<file path="src/rtl/potcmd_pkg.sv">
// Shared types for the potentiometer command decoder.
package potcmd_pkg;

    // Request codes seen by the register bank (values are part of the interface).
    typedef enum logic [3:0] {
        K_NONE      = 4'd0,
        K_RD_WIPER  = 4'd1,
        K_WR_WIPER  = 4'd2,
        K_RD_DREG   = 4'd3,
        K_WR_DREG   = 4'd4,
        K_XFER_D2W  = 4'd5,
        K_STORE_W2D = 4'd6,
        K_GXFER     = 4'd7,
        K_GSTORE    = 4'd8,
        K_STEP_UP   = 4'd9,
        K_STEP_DN   = 4'd10
    } req_kind_e;

    // Sequence shape of a decoded command.
    typedef enum logic [2:0] {
        F_BAD, F_NOW, F_HOLD, F_READ, F_WR_NOW, F_WR_HOLD, F_STATUS, F_STEP
    } flow_e;

    typedef enum logic [2:0] {
        S_IDLE, S_ID, S_INSTR, S_DATA, S_STEP, S_SINK
    } seq_e;

    typedef struct packed {
        req_kind_e kind;
        flow_e     flow;
    } op_info_t;

endpackage

</file>
<file path="src/rtl/potcmd_id_match.sv">
// Identification byte checker.
// Purpose: flags whether a byte carries the fixed type code, zero padding and
//          the strapped device address.
// Assumes: BYTE_W >= TYPE_W + ADDR_W + 1; purely combinational.
module potcmd_id_match #(
    parameter int          BYTE_W    = 8,
    parameter int          TYPE_W    = 4,
    parameter int          ADDR_W    = 2,
    parameter logic [3:0]  TYPE_CODE = 4'b0101
) (
    input  logic [BYTE_W-1:0] id_byte,
    input  logic [ADDR_W-1:0] dev_addr,
    output logic              hit
);
    localparam int PAD_W = BYTE_W - TYPE_W - ADDR_W;

    // Compare all three fields of the identification byte.
    always_comb begin
        hit = (id_byte[BYTE_W-1 -: TYPE_W] == TYPE_CODE[TYPE_W-1:0])
           && (id_byte[ADDR_W +: PAD_W] == '0)
           && (id_byte[ADDR_W-1:0] == dev_addr);
    end
endmodule

</file>
<file path="src/rtl/potcmd_op_decode.sv">
// Opcode classifier.
// Purpose: maps the 4-bit opcode to a request code and a sequence shape.
// Assumes: unlisted opcodes are reported as F_BAD; purely combinational.
module potcmd_op_decode
    import potcmd_pkg::*;
#(
    parameter int OP_W = 4
) (
    input  logic [OP_W-1:0] opcode,
    output op_info_t        info
);
    // Table of supported commands.
    always_comb begin
        info = '{kind: K_NONE, flow: F_BAD};
        case (opcode)
            4'b1001: info = '{kind: K_RD_WIPER,  flow: F_READ};
            4'b1011: info = '{kind: K_RD_DREG,   flow: F_READ};
            4'b1010: info = '{kind: K_WR_WIPER,  flow: F_WR_NOW};
            4'b1100: info = '{kind: K_WR_DREG,   flow: F_WR_HOLD};
            4'b1101: info = '{kind: K_XFER_D2W,  flow: F_NOW};
            4'b0001: info = '{kind: K_GXFER,     flow: F_NOW};
            4'b1110: info = '{kind: K_STORE_W2D, flow: F_HOLD};
            4'b1000: info = '{kind: K_GSTORE,    flow: F_HOLD};
            4'b0010: info = '{kind: K_NONE,      flow: F_STEP};
            4'b0101: info = '{kind: K_NONE,      flow: F_STATUS};
            default: info = '{kind: K_NONE,      flow: F_BAD};
        endcase
    end
endmodule

</file>
<file path="src/rtl/potcmd_commit_hold.sv">
// Parking slot for one non-volatile request.
// Purpose: holds a decoded store until the frame ends, then hands it out once.
// Assumes: at most one arm per frame; fire and flush are single-cycle pulses.
module potcmd_commit_hold
    import potcmd_pkg::*;
#(
    parameter int SEL_W  = 2,
    parameter int BYTE_W = 8
) (
    input  logic              clk,
    input  logic              rst_n,
    input  logic              arm,
    input  req_kind_e         arm_kind,
    input  logic [SEL_W-1:0]  arm_pot,
    input  logic [SEL_W-1:0]  arm_reg,
    input  logic [BYTE_W-1:0] arm_data,
    input  logic              fire,
    input  logic              flush,
    output logic              pend_valid,
    output req_kind_e         pend_kind,
    output logic [SEL_W-1:0]  pend_pot,
    output logic [SEL_W-1:0]  pend_reg,
    output logic [BYTE_W-1:0] pend_data
);
    // Capture on arm, drop on frame end or frame start.
    always_ff @(posedge clk) begin
        if (!rst_n) begin
            pend_valid <= 1'b0;
            pend_kind  <= K_NONE;
            pend_pot   <= '0;
            pend_reg   <= '0;
            pend_data  <= '0;
        end else if (fire || flush) begin
            pend_valid <= 1'b0;
        end else if (arm) begin
            pend_valid <= 1'b1;
            pend_kind  <= arm_kind;
            pend_pot   <= arm_pot;
            pend_reg   <= arm_reg;
            pend_data  <= arm_data;
        end
    end

    // a frame parks at most one store.
    p_single_arm_r7: assert property (@(posedge clk) disable iff (!rst_n)
        arm |-> !pend_valid);
endmodule

</file>
<file path="src/rtl/potcmd_decoder.sv">
// Potentiometer serial command decoder (top).
// Purpose: qualifies the identification byte, decodes the command byte and
//          drives one-cycle requests to the register bank and readback bytes
//          to the transmitter; non-volatile requests wait for frame end.
// Assumes: cs_fall, cs_rise, rx_valid and sck_pulse are single-cycle pulses;
//          cs_rise never coincides with rx_valid; rd_data answers a read
//          request combinationally in the request cycle.
module potcmd_decoder
    import potcmd_pkg::*;
#(
    parameter int         BYTE_W    = 8,
    parameter int         OP_W      = 4,
    parameter int         SEL_W     = 2,
    parameter int         TYPE_W    = 4,
    parameter logic [3:0] TYPE_CODE = 4'b0101
) (
    input  logic              clk,
    input  logic              rst_n,
    input  logic [SEL_W-1:0]  dev_addr,
    input  logic              cs_fall,
    input  logic              cs_rise,
    input  logic              rx_valid,
    input  logic [BYTE_W-1:0] rx_byte,
    input  logic              sck_pulse,
    input  logic              si_level,
    input  logic              wip,
    input  logic [BYTE_W-1:0] rd_data,
    output logic              req_valid,
    output logic [3:0]        req_kind,
    output logic [SEL_W-1:0]  req_pot,
    output logic [SEL_W-1:0]  req_reg,
    output logic [BYTE_W-1:0] req_data,
    output logic              tx_valid,
    output logic [BYTE_W-1:0] tx_byte
);
    localparam int REG_LSB = SEL_W;

    seq_e              st;
    op_info_t          op;
    logic              id_hit;
    flow_e             hold_flow;
    req_kind_e         hold_kind;
    logic [SEL_W-1:0]  hold_pot, hold_reg;
    logic              arm;
    req_kind_e         arm_kind;
    logic [SEL_W-1:0]  arm_pot, arm_reg;
    logic [BYTE_W-1:0] arm_data;
    logic              pend_valid;
    req_kind_e         pend_kind;
    logic [SEL_W-1:0]  pend_pot, pend_reg;
    logic [BYTE_W-1:0] pend_data;
    logic              rd_pending;

    wire [OP_W-1:0]  f_op  = rx_byte[BYTE_W-1 -: OP_W];
    wire [SEL_W-1:0] f_reg = rx_byte[REG_LSB +: SEL_W];
    wire [SEL_W-1:0] f_pot = rx_byte[SEL_W-1:0];

    potcmd_id_match #(.BYTE_W(BYTE_W), .TYPE_W(TYPE_W), .ADDR_W(SEL_W),
                      .TYPE_CODE(TYPE_CODE))
        i_id (.id_byte(rx_byte), .dev_addr(dev_addr), .hit(id_hit));

    potcmd_op_decode #(.OP_W(OP_W)) i_op (.opcode(f_op), .info(op));

    // Decide whether this cycle parks a non-volatile request.
    always_comb begin
        arm      = 1'b0;
        arm_kind = op.kind;
        arm_pot  = f_pot;
        arm_reg  = f_reg;
        arm_data = '0;
        if (!cs_rise && !cs_fall && rx_valid) begin
            if (st == S_INSTR && op.flow == F_HOLD) begin
                arm = 1'b1;
            end else if (st == S_DATA && hold_flow == F_WR_HOLD) begin
                arm      = 1'b1;
                arm_kind = hold_kind;
                arm_pot  = hold_pot;
                arm_reg  = hold_reg;
                arm_data = rx_byte;
            end
        end
    end

    potcmd_commit_hold #(.SEL_W(SEL_W), .BYTE_W(BYTE_W)) i_hold (
        .clk(clk), .rst_n(rst_n), .arm(arm), .arm_kind(arm_kind),
        .arm_pot(arm_pot), .arm_reg(arm_reg), .arm_data(arm_data),
        .fire(cs_rise), .flush(cs_fall), .pend_valid(pend_valid),
        .pend_kind(pend_kind), .pend_pot(pend_pot), .pend_reg(pend_reg),
        .pend_data(pend_data));

    assign rd_pending = req_valid && (req_kind == K_RD_WIPER || req_kind == K_RD_DREG);

    // Sequencer, request strobe and readback strobe.
    always_ff @(posedge clk) begin
        if (!rst_n) begin
            st        <= S_IDLE;
            req_valid <= 1'b0;
            req_kind  <= K_NONE;
            req_pot   <= '0;
            req_reg   <= '0;
            req_data  <= '0;
            tx_valid  <= 1'b0;
            tx_byte   <= '0;
            hold_flow <= F_BAD;
            hold_kind <= K_NONE;
            hold_pot  <= '0;
            hold_reg  <= '0;
        end else begin
            req_valid <= 1'b0;
            tx_valid  <= 1'b0;
            if (rd_pending) begin
                tx_valid <= 1'b1;
                tx_byte  <= rd_data;
            end
            if (cs_rise) begin
                st <= S_IDLE;
                if (pend_valid) begin
                    req_valid <= 1'b1;
                    req_kind  <= pend_kind;
                    req_pot   <= pend_pot;
                    req_reg   <= pend_reg;
                    req_data  <= pend_data;
                end
            end else if (cs_fall) begin
                st <= S_ID;
            end else begin
                case (st)
                    S_ID: if (rx_valid) st <= id_hit ? S_INSTR : S_SINK;
                    S_INSTR: if (rx_valid) begin
                        hold_flow <= op.flow;
                        hold_kind <= op.kind;
                        hold_pot  <= f_pot;
                        hold_reg  <= f_reg;
                        st        <= S_SINK;
                        case (op.flow)
                            F_NOW, F_READ: begin
                                req_valid <= 1'b1;
                                req_kind  <= op.kind;
                                req_pot   <= f_pot;
                                req_reg   <= f_reg;
                                req_data  <= '0;
                            end
                            F_STATUS: begin
                                tx_valid <= 1'b1;
                                tx_byte  <= {{(BYTE_W-1){1'b0}}, wip};
                            end
                            F_WR_NOW, F_WR_HOLD: st <= S_DATA;
                            F_STEP:              st <= S_STEP;
                            default: ;
                        endcase
                    end
                    S_DATA: if (rx_valid) begin
                        st <= S_SINK;
                        if (hold_flow == F_WR_NOW) begin
                            req_valid <= 1'b1;
                            req_kind  <= hold_kind;
                            req_pot   <= hold_pot;
                            req_reg   <= hold_reg;
                            req_data  <= rx_byte;
                        end
                    end
                    S_STEP: if (sck_pulse) begin
                        req_valid <= 1'b1;
                        req_kind  <= si_level ? K_STEP_UP : K_STEP_DN;
                        req_pot   <= hold_pot;
                        req_reg   <= hold_reg;
                        req_data  <= '0;
                    end
                    default: ;
                endcase
            end
        end
    end

    // every read request is answered by a readback strobe.
    p_read_answer_r4: assert property (@(posedge clk) disable iff (!rst_n)
        rd_pending |=> tx_valid);

    // non-volatile requests only follow the end of a frame.
    p_nv_at_end_r7: assert property (@(posedge clk) disable iff (!rst_n)
        (req_valid && (req_kind == K_WR_DREG || req_kind == K_STORE_W2D ||
                       req_kind == K_GSTORE)) |-> $past(cs_rise));

    // each step request follows a serial clock pulse.
    p_step_on_pulse_r9: assert property (@(posedge clk) disable iff (!rst_n)
        (req_valid && (req_kind == K_STEP_UP || req_kind == K_STEP_DN))
        |-> $past(sck_pulse));

    // request codes stay inside the defined range.
    p_kind_defined_r2: assert property (@(posedge clk) disable iff (!rst_n)
        req_valid |-> (req_kind != K_NONE && req_kind <= K_STEP_DN));

    // frame end brings no readback unless a read was already in flight.
    p_quiet_after_end_r11: assert property (@(posedge clk) disable iff (!rst_n)
        (cs_rise && !rd_pending) |=> !tx_valid);
endmodule

</file>
<file path="config.mk">
export PLATFORM = sky130hd
export DESIGN_NAME = potcmd_decoder
export DESIGN_NICKNAME = d
export VERILOG_FILES = /design/src/rtl/potcmd_pkg.sv /design/src/rtl/potcmd_id_match.sv /design/src/rtl/potcmd_op_decode.sv /design/src/rtl/potcmd_commit_hold.sv /design/src/rtl/potcmd_decoder.sv
export SDC_FILE = /design/constraint.sdc
export NUM_CORES = 1
export LEC_CHECK = 0
export CAP_MARGIN = 20
export CORE_ASPECT_RATIO = 1.4
export CORE_MARGIN = 2
export CORE_UTILIZATION = 28
export DETAILED_ROUTE_END_ITERATION = 8
export DONT_BUFFER_PORTS = 1
export PLACE_DENSITY = 0.49
export SYNTH_ARGS = -nofsm -noshare
export SYNTH_HDL_FRONTEND = slang
export SYNTH_HIERARCHICAL = 1
export SYNTH_SLANG_ARGS = --single-unit
</file>
<file path="constraint.sdc">
create_clock -name clk -period 3.3 [get_ports clk]
set_input_delay 0.495 -clock clk [delete_from_list [all_inputs] [get_ports clk]]
set_output_delay 0.495 -clock clk [all_outputs]
set_load 0.01 [all_outputs]
</file>
## After elaboration in Yosys (flattened, before gate mapping)

Memories as Yosys holds them, arrays and structs flattened.
Index checks and enable logic that the tools add are counted.
W data, S select, Z words.

- Flip-flop bits (word level): 57
- Bits in read-only memories: 112
- Input bits: 26
- Output and inout bits: 26
- Logic and storage cells: 158
- Memories kept: 1

Memory list:

| name | words | width | read ports | clocked after memory_dff | write ports | RTL line | source |
|---|---|---|---|---|---|---|---|
| (name not given) | 16 | 7 | 1 | 0 | 0 | potcmd_op_decode.sv:15 | `case (opcode)` |

- Equal/unequal tests: 30
- Mux-type cells: 80
- Bitwise logic cells: 4
- Reduce and logical (&&, ||, !) cells: 25

Operators with widths:

| operator | count |
|---|---|
| $mux W8 | 17 |
| $mux W2 | 23 |
| $mux W4 | 11 |
| $pmux W8 S3 | 1 |
| $eq A3 B3 Y1 const B | 7 |
| $mux W1 | 18 |
| $ne A3 B3 Y1 const B | 6 |
| $eq A3 B2 Y1 const B | 4 |
| $mux W3 | 4 |
| $pmux W2 S3 | 2 |
| $pmux W4 S3 | 1 |
| $reduce_and A4 Y1 | 3 |
| $pmux W3 S3 | 1 |
| $reduce_and A8 Y1 | 1 |
| $reduce_bool A4 Y1 | 2 |
| $reduce_or A2 Y1 | 4 |
| $logic_and A1 B1 Y1 | 7 |
| $eq A3 B1 Y1 const B | 2 |
| $ne A2 B2 Y1 const B | 3 |
| $ne A3 B2 Y1 const B | 2 |
| $pmux W3 S2 | 1 |
| $eq A4 B1 Y1 const B | 1 |
| $eq A4 B2 Y1 const B | 1 |
| $eq A4 B3 Y1 const B | 1 |
| other kinds (10) | 16 |

## Logic depth before layout (Yosys ltp)

- Depth after elaboration: 9
- Gate-level depth with buffers: 12
- Depth with buffers taken out: 10

## By module

The synthesis kept the hierarchy.

Modules (own cells, without submodules):

| module | instances | cells each | area each (um2) | seq. area each (um2) |
|---|---|---|---|---|
| potcmd_decoder | 1 | 248 | 2,125.8 | 800.8 |
| potcmd_commit_hold | 1 | 74 | 696.9 | 340.3 |
| potcmd_op_decode | 1 | 31 | 201.4 | 0.0 |
| potcmd_id_match | 1 | 5 | 40.0 | 0.0 |

## Worst setup path before layout

No wires, ideal clock.

- Path kind: input port to flip-flop
- Start: input rx_byte[5]
- End: register i_hold.pend_data[0]
- Setup time: 0.072 ns
- Arrival: 2.422 ns
- Required time: 3.228 ns
- Setup slack: 0.807 ns
- Stages on the path: 11
- Buffers on the path: 2
- Cells stage by stage: inv_1 ha_1 and2b_2 inv_1 a31oi_1 or4_1 a21oi_1 nor3b_2 buf_6 buf_12 mux2i_1

RTL lines:

| element | RTL line | source |
|---|---|---|
| from (decl) | potcmd_decoder.sv:23 | `input logic [BYTE_W-1:0] rx_byte,` |
| to (signal assigned) | potcmd_commit_hold.sv:40 | `pend_data <= arm_data;` |
| to (decl) | potcmd_commit_hold.sv:23 | `output logic [BYTE_W-1:0] pend_data` |

## Worst setup path in the final report

- Start: register st[0]
- End: register i_hold.pend_reg[1]

- Elaborated cells on any way between the ends: 11
- Classes of those cells: eq/ne: 2; mux: 6; reduce/logical: 3

RTL lines:

| element | RTL line | source |
|---|---|---|
| from (decl) | potcmd_decoder.sv:38 | `seq_e st;` |
| from (signal assigned) | potcmd_decoder.sv:128 | `S_ID: if (rx_valid) st <= id_hit ? S_INSTR : S_SINK;` |
| $eq A3 B2 Y1 | potcmd_decoder.sv:74 | `end else if (st == S_DATA && hold_flow == F_WR_HOLD) begin` |
| $logic_and A1 B1 Y1 | potcmd_decoder.sv:74 |  |
| $mux W2 | potcmd_decoder.sv:74 |  |
| $mux W2 (*) | potcmd_decoder.sv:72 | `if (st == S_INSTR && op.flow == F_HOLD) begin` |
| $mux W2 (*) | potcmd_decoder.sv:71 | `if (!cs_rise && !cs_fall && rx_valid) begin` |
| via arm_reg[1] | potcmd_decoder.sv:46 | `logic [SEL_W-1:0] arm_pot, arm_reg;` |
| to (signal assigned) | potcmd_commit_hold.sv:39 | `pend_reg <= arm_reg;` |
| to (decl) | potcmd_commit_hold.sv:22 | `output logic [SEL_W-1:0] pend_reg,` |

The timed path passes the listed nets; every way through them passes the cells marked *.
A chain may end at the register's enable or synchronous reset.

==> results <==
- Summed over all layers, the routed wires come to 8030 um.
- The time the worst path needs with I/O delays and setup is 2.39 ns.
- The setup slack of the most critical reg-to-reg path is 0.91 ns.
- The achievable frequency is 419 MHz.
- The detailed-route DRC error count is 0.
- The number of fill cells in the layout is 1120.
- In the final layout, the share of cells above drive strength 1 is 0.0958.
- The register area share after synthesis is 0.372.
- STA puts the critical path data arrival time at 2.59 ns.
- The number of DRC markers after the initial detailed-route iteration is 107.
- The beginning of the worst hold path is cs_fall.
- The initial utilization of the core area, before any placement, comes to 0.285.
- The endpoint type of the worst setup path is a register.
- The final hold violation count is 0.
- The maximum level of the CTS H-tree is 3.
- The worst relative slew slack is 0.458.
- The relative contribution of the clock network to total power is 0.534.
- After floorplanning, the core was sized to cover 10800 um2.
- The post-synth design cell area is 3060 um2.
- The CTS tree is yes.
- The multi-input gate area in the final layout is 1760 um2.
- The fraction of power spent switching nets is 0.228.
- The number of global-route vias before repair was 2400.
- The number of buffers added on ports is 0.
- The standby leakage power is 1.32 nW.
- For the worst setup path, the data required time is 3.51 ns.
- Setup repair after global routing left no endpoint under its margin.
- The share of total power dissipated in combinational logic is 0.036.
- The run finished with clean final reports.
- The synthesized design contains 0 enable-type register cells.
- Setup violations remaining at the end of the flow were counted as 0.
- The layout-stage area growth over the synthesis result is 11.7%.
- The critical-path cell with the highest stage delay is nor2_2.
- The final-stage net count is 381.
- The total number of vias is 2485.
- The path with the worst hold slack has its endpoint at i_hold/pend_valid$_SDFFE_PP0P_.
- The number of buffers inserted by hold repair at cts is 0.
- In this run the power density over the cells is 470 nW/um2.
- Across every metal layer, demand over resource in global routing totals 0.142.
- The total congestion overflow is 0.
- The share of total power dissipated in sequential elements is 0.430.
- Synthesis inferred 57 register bits.
- The flip-flop cell with the highest count after synthesis is dfxtp_1.
- The routability congestion estimate from global placement is 0.797.
- The transition time at the pin with the least slew margin is 0.812 ns.
- In this run the deepest clock path goes through 2 buffers.
- For this run, the detailed router's first-pass iteration total came to 6.
- For this run, the number of Yosys warnings is 6.
- Clock-pin slew was measured on the worst setup and hold paths at 0.05 ns.
- Clock tree synthesis selected as its root buffer the cell clkbuf_16.
- The portion of the clock cycle consumed by the worst path in the final layout is 0.723.
- The average via count per standard cell is 5.01.
- The post-cts gate resize count is 0.
- The number of instances in the synthesized netlist is 358.
- The clock reaches the later pin of the worst-skew pair after 0.33 ns.
- The classification of the worst setup path is reg2reg.
- In this design, the stage delay of the slowest critical-path cell is 0.68 ns.
- From left edge to right edge, the die measures 92.4 um.
- The number of sinks on the clock net is 57.
- The share of synthesized flip-flops with an asynchronous set or reset is 0.
- Counting instances, the worst hold path has a depth of 1.
- Summed over all failing endpoints, the final setup total negative slack is 0 ns.
- STA classifies the critical path startpoint as a register.
- Summed over all nets, the switching power comes to 0.367 mW.
- Traced cell by cell, the critical path runs through and3b_1 -> nand4b_1 -> nor2_2 -> mux2_2 -> nand2_1 -> mux2i_1.
- The area of the die is 11800 um2.
- From bottom edge to top edge, the die measures 128 um.
- The worst hold path class is in2reg.
- The pre-CTS setup slack is 0.568 ns.
- The post-synth net total is 389.
- The number of nets still failing antenna checks after routing is 0.
- The logic depth of the worst register-to-register path is 6.
- The largest driver fanout on the critical path is 16.
- The largest registers in the layout are i_hold/pend_data: 8 flops, req_data: 8 flops, tx_byte: 8 flops.
- The maximum number of pins on one net before global-route repair is 77.
- The number of maximum-capacitance violations is 0.
- The cell-internal power is 1.24 mW.
- After legalization and detailed placement, the total HPWL measured 5680 um.
- The first global-routing pass estimated 12800 um of wire.
- The origin of the critical flop-to-flop path is st[0]$_SDFFE_PP0P_.
- After detailed routing, the average wire length per cell comes to 16.2 um.
- The unique cell type count in the Yosys netlist is 59.
- Post-CTS timing repair inserted 0 buffers for setup.
- The TritonCTS buffer count is 9.
- The register area is 1140 um2.
- Once routing completed, OpenROAD measured the worst setup slack at 0.914 ns.
- The worst setup skew after layout is 0.00585 ns.
- The count of pins over their slew limit is 0.
- The maximum VDD drop is 238 uV.
- The number of antenna violations at the first check in global routing is 0.
- The count of antenna diodes in the layout is 0.
- The post-synthesis area per instance is 8.56 um2.
- The number of placed I/O pins is 52.
- The worst register-to-register path ends at i_hold/pend_reg[1]$_SDFFE_PN0P_.
- Row generation in the floorplan step produced 45 rows.
-- power groups by stage --
stage | sequential [mW] | clock [mW] | combinational, mW
floorplan | 0.705 | 0 | 0.0651
global placement | 0.706 | 0 | 0.0564
detailed placement | 0.706 | 0 | 0.0579
CTS | 0.692 | 0.885 | 0.0581
global route | 0.692 | 0.918 | 0.0655
finish | 0.692 | 0.860 | 0.0581
-- stage by stage --
| stage | std cells | util | hold WS (ns) | power, mW | cell area (um2) |
|---|---|---|---|---|---|
| after floorplan | 358 | - | 0.430 | 0.770 | 3060 |
| after global placement | 480 | 0.292 | 0.442 | 0.763 | 3140 |
| after detailed placement | 480 | 0.292 | 0.451 | 0.764 | 3140 |
| after CTS | 496 | 0.318 | 0.230 | 1.63 | 3420 |
| after global routing | 496 | 0.318 | 0.240 | 1.68 | 3420 |
| final | 496 | 0.318 | 0.242 | 1.61 | 3420 |
-- worst max-delay path: cells and delay by family (launching register included) --
kind	cells	cell delay, ns
mux	2	0.47
flops	1	0.57
simple gates	4	1.21
-- cell usage after synthesis (2+ instances only) --
cell type	n	area [um2]
buf_4	2	15.0
mux2_1	3	33.8
nor2b_1	13	81.3
nor2_1	14	52.6
clkbuf_1	8	30.0
a31oi_1	2	12.5
o21ai_1	4	20.0
and2_1	11	68.8
a22o_1	8	70.1
a21oi_1	17	85.1
ha_1	5	62.6
o221ai_1	4	35.0
nand2_1	80	300
inv_1	8	30.0
nand3_1	4	20.0
mux2i_1	41	410
nand4b_1	2	17.5
nand2b_1	6	37.5
xor2_1	2	17.5
o311a_1	5	50.1
buf_2	9	45.0
mux2_2	6	67.6
dfxtp_1	57	1140
o21ai_0	12	60.1
-- routing by layer --
metal  routed length, um  track usage
met1                3190        0.147
met2                4220        0.265
met3                 418       0.0364
met4                 204       0.0667
met5                   0            0
-- cell families after synthesis --
logic type                 after synthesis  synth area share
and+or+nand+nor                        146             0.231
AOI/OAI and AO/OA                       67             0.151
DFF                                     57             0.372
muxes                                   50             0.167
buffers and inverters                   31            0.0523
adders and majority gates                5            0.0204
xor gates and xnor gates                 2           0.00572
-- cells in the final DEF (no fill, tap or decap), drive strengths merged, types with 4 or more instances in the layout --
cell / instances
dfxtp: 57
nand2b: 6
clkinvlp: 4
and2: 12
ha: 5
o221ai: 4
mux2: 9
nor2b: 13
nor2: 15
mux2i: 41
a21oi: 18
nand2: 80
inv: 8
clkbuf: 10
a22o: 8
o21ai: 16
o311a: 5
nand3: 4
buf: 4
-- final cells by class --
cell class,count,share of cell area
Multi-Input combinational cell,270,0.515
Sequential cell,57,0.333
Clock buffer,10,0.0698
Tap cell,141,0.0515
Clock inverter,6,0.0128
Timing Repair Buffer,4,0.00877
Inverter,8,0.00877
-- worst max-delay path by stage --
stage | startpoint | endpoint | slack [ns] | cells after the start
3_3_place_gp | rx_byte[5] | i_hold/pend_pot[0]$_SDFFE_PN0P_ | 0.68 | 10
2_1_floorplan | rx_byte[5] | i_hold/pend_data[0]$_SDFFE_PN0P_ | 0.81 | 11
5_1_grt | st[0]$_SDFFE_PP0P_ | i_hold/pend_pot[1]$_SDFFE_PN0P_ | 0.75 | 6
3_5_place_dp | rx_byte[4] | i_hold/pend_pot[1]$_SDFFE_PN0P_ | 0.57 | 10
4_1_cts | rx_byte[4] | i_hold/pend_data[2]$_SDFFE_PN0P_ | 0.92 | 10
6_report | st[0]$_SDFFE_PP0P_ | i_hold/pend_reg[1]$_SDFFE_PN0P_ | 0.91 | 6
Note: power is estimated with default switching activity, not from simulation.
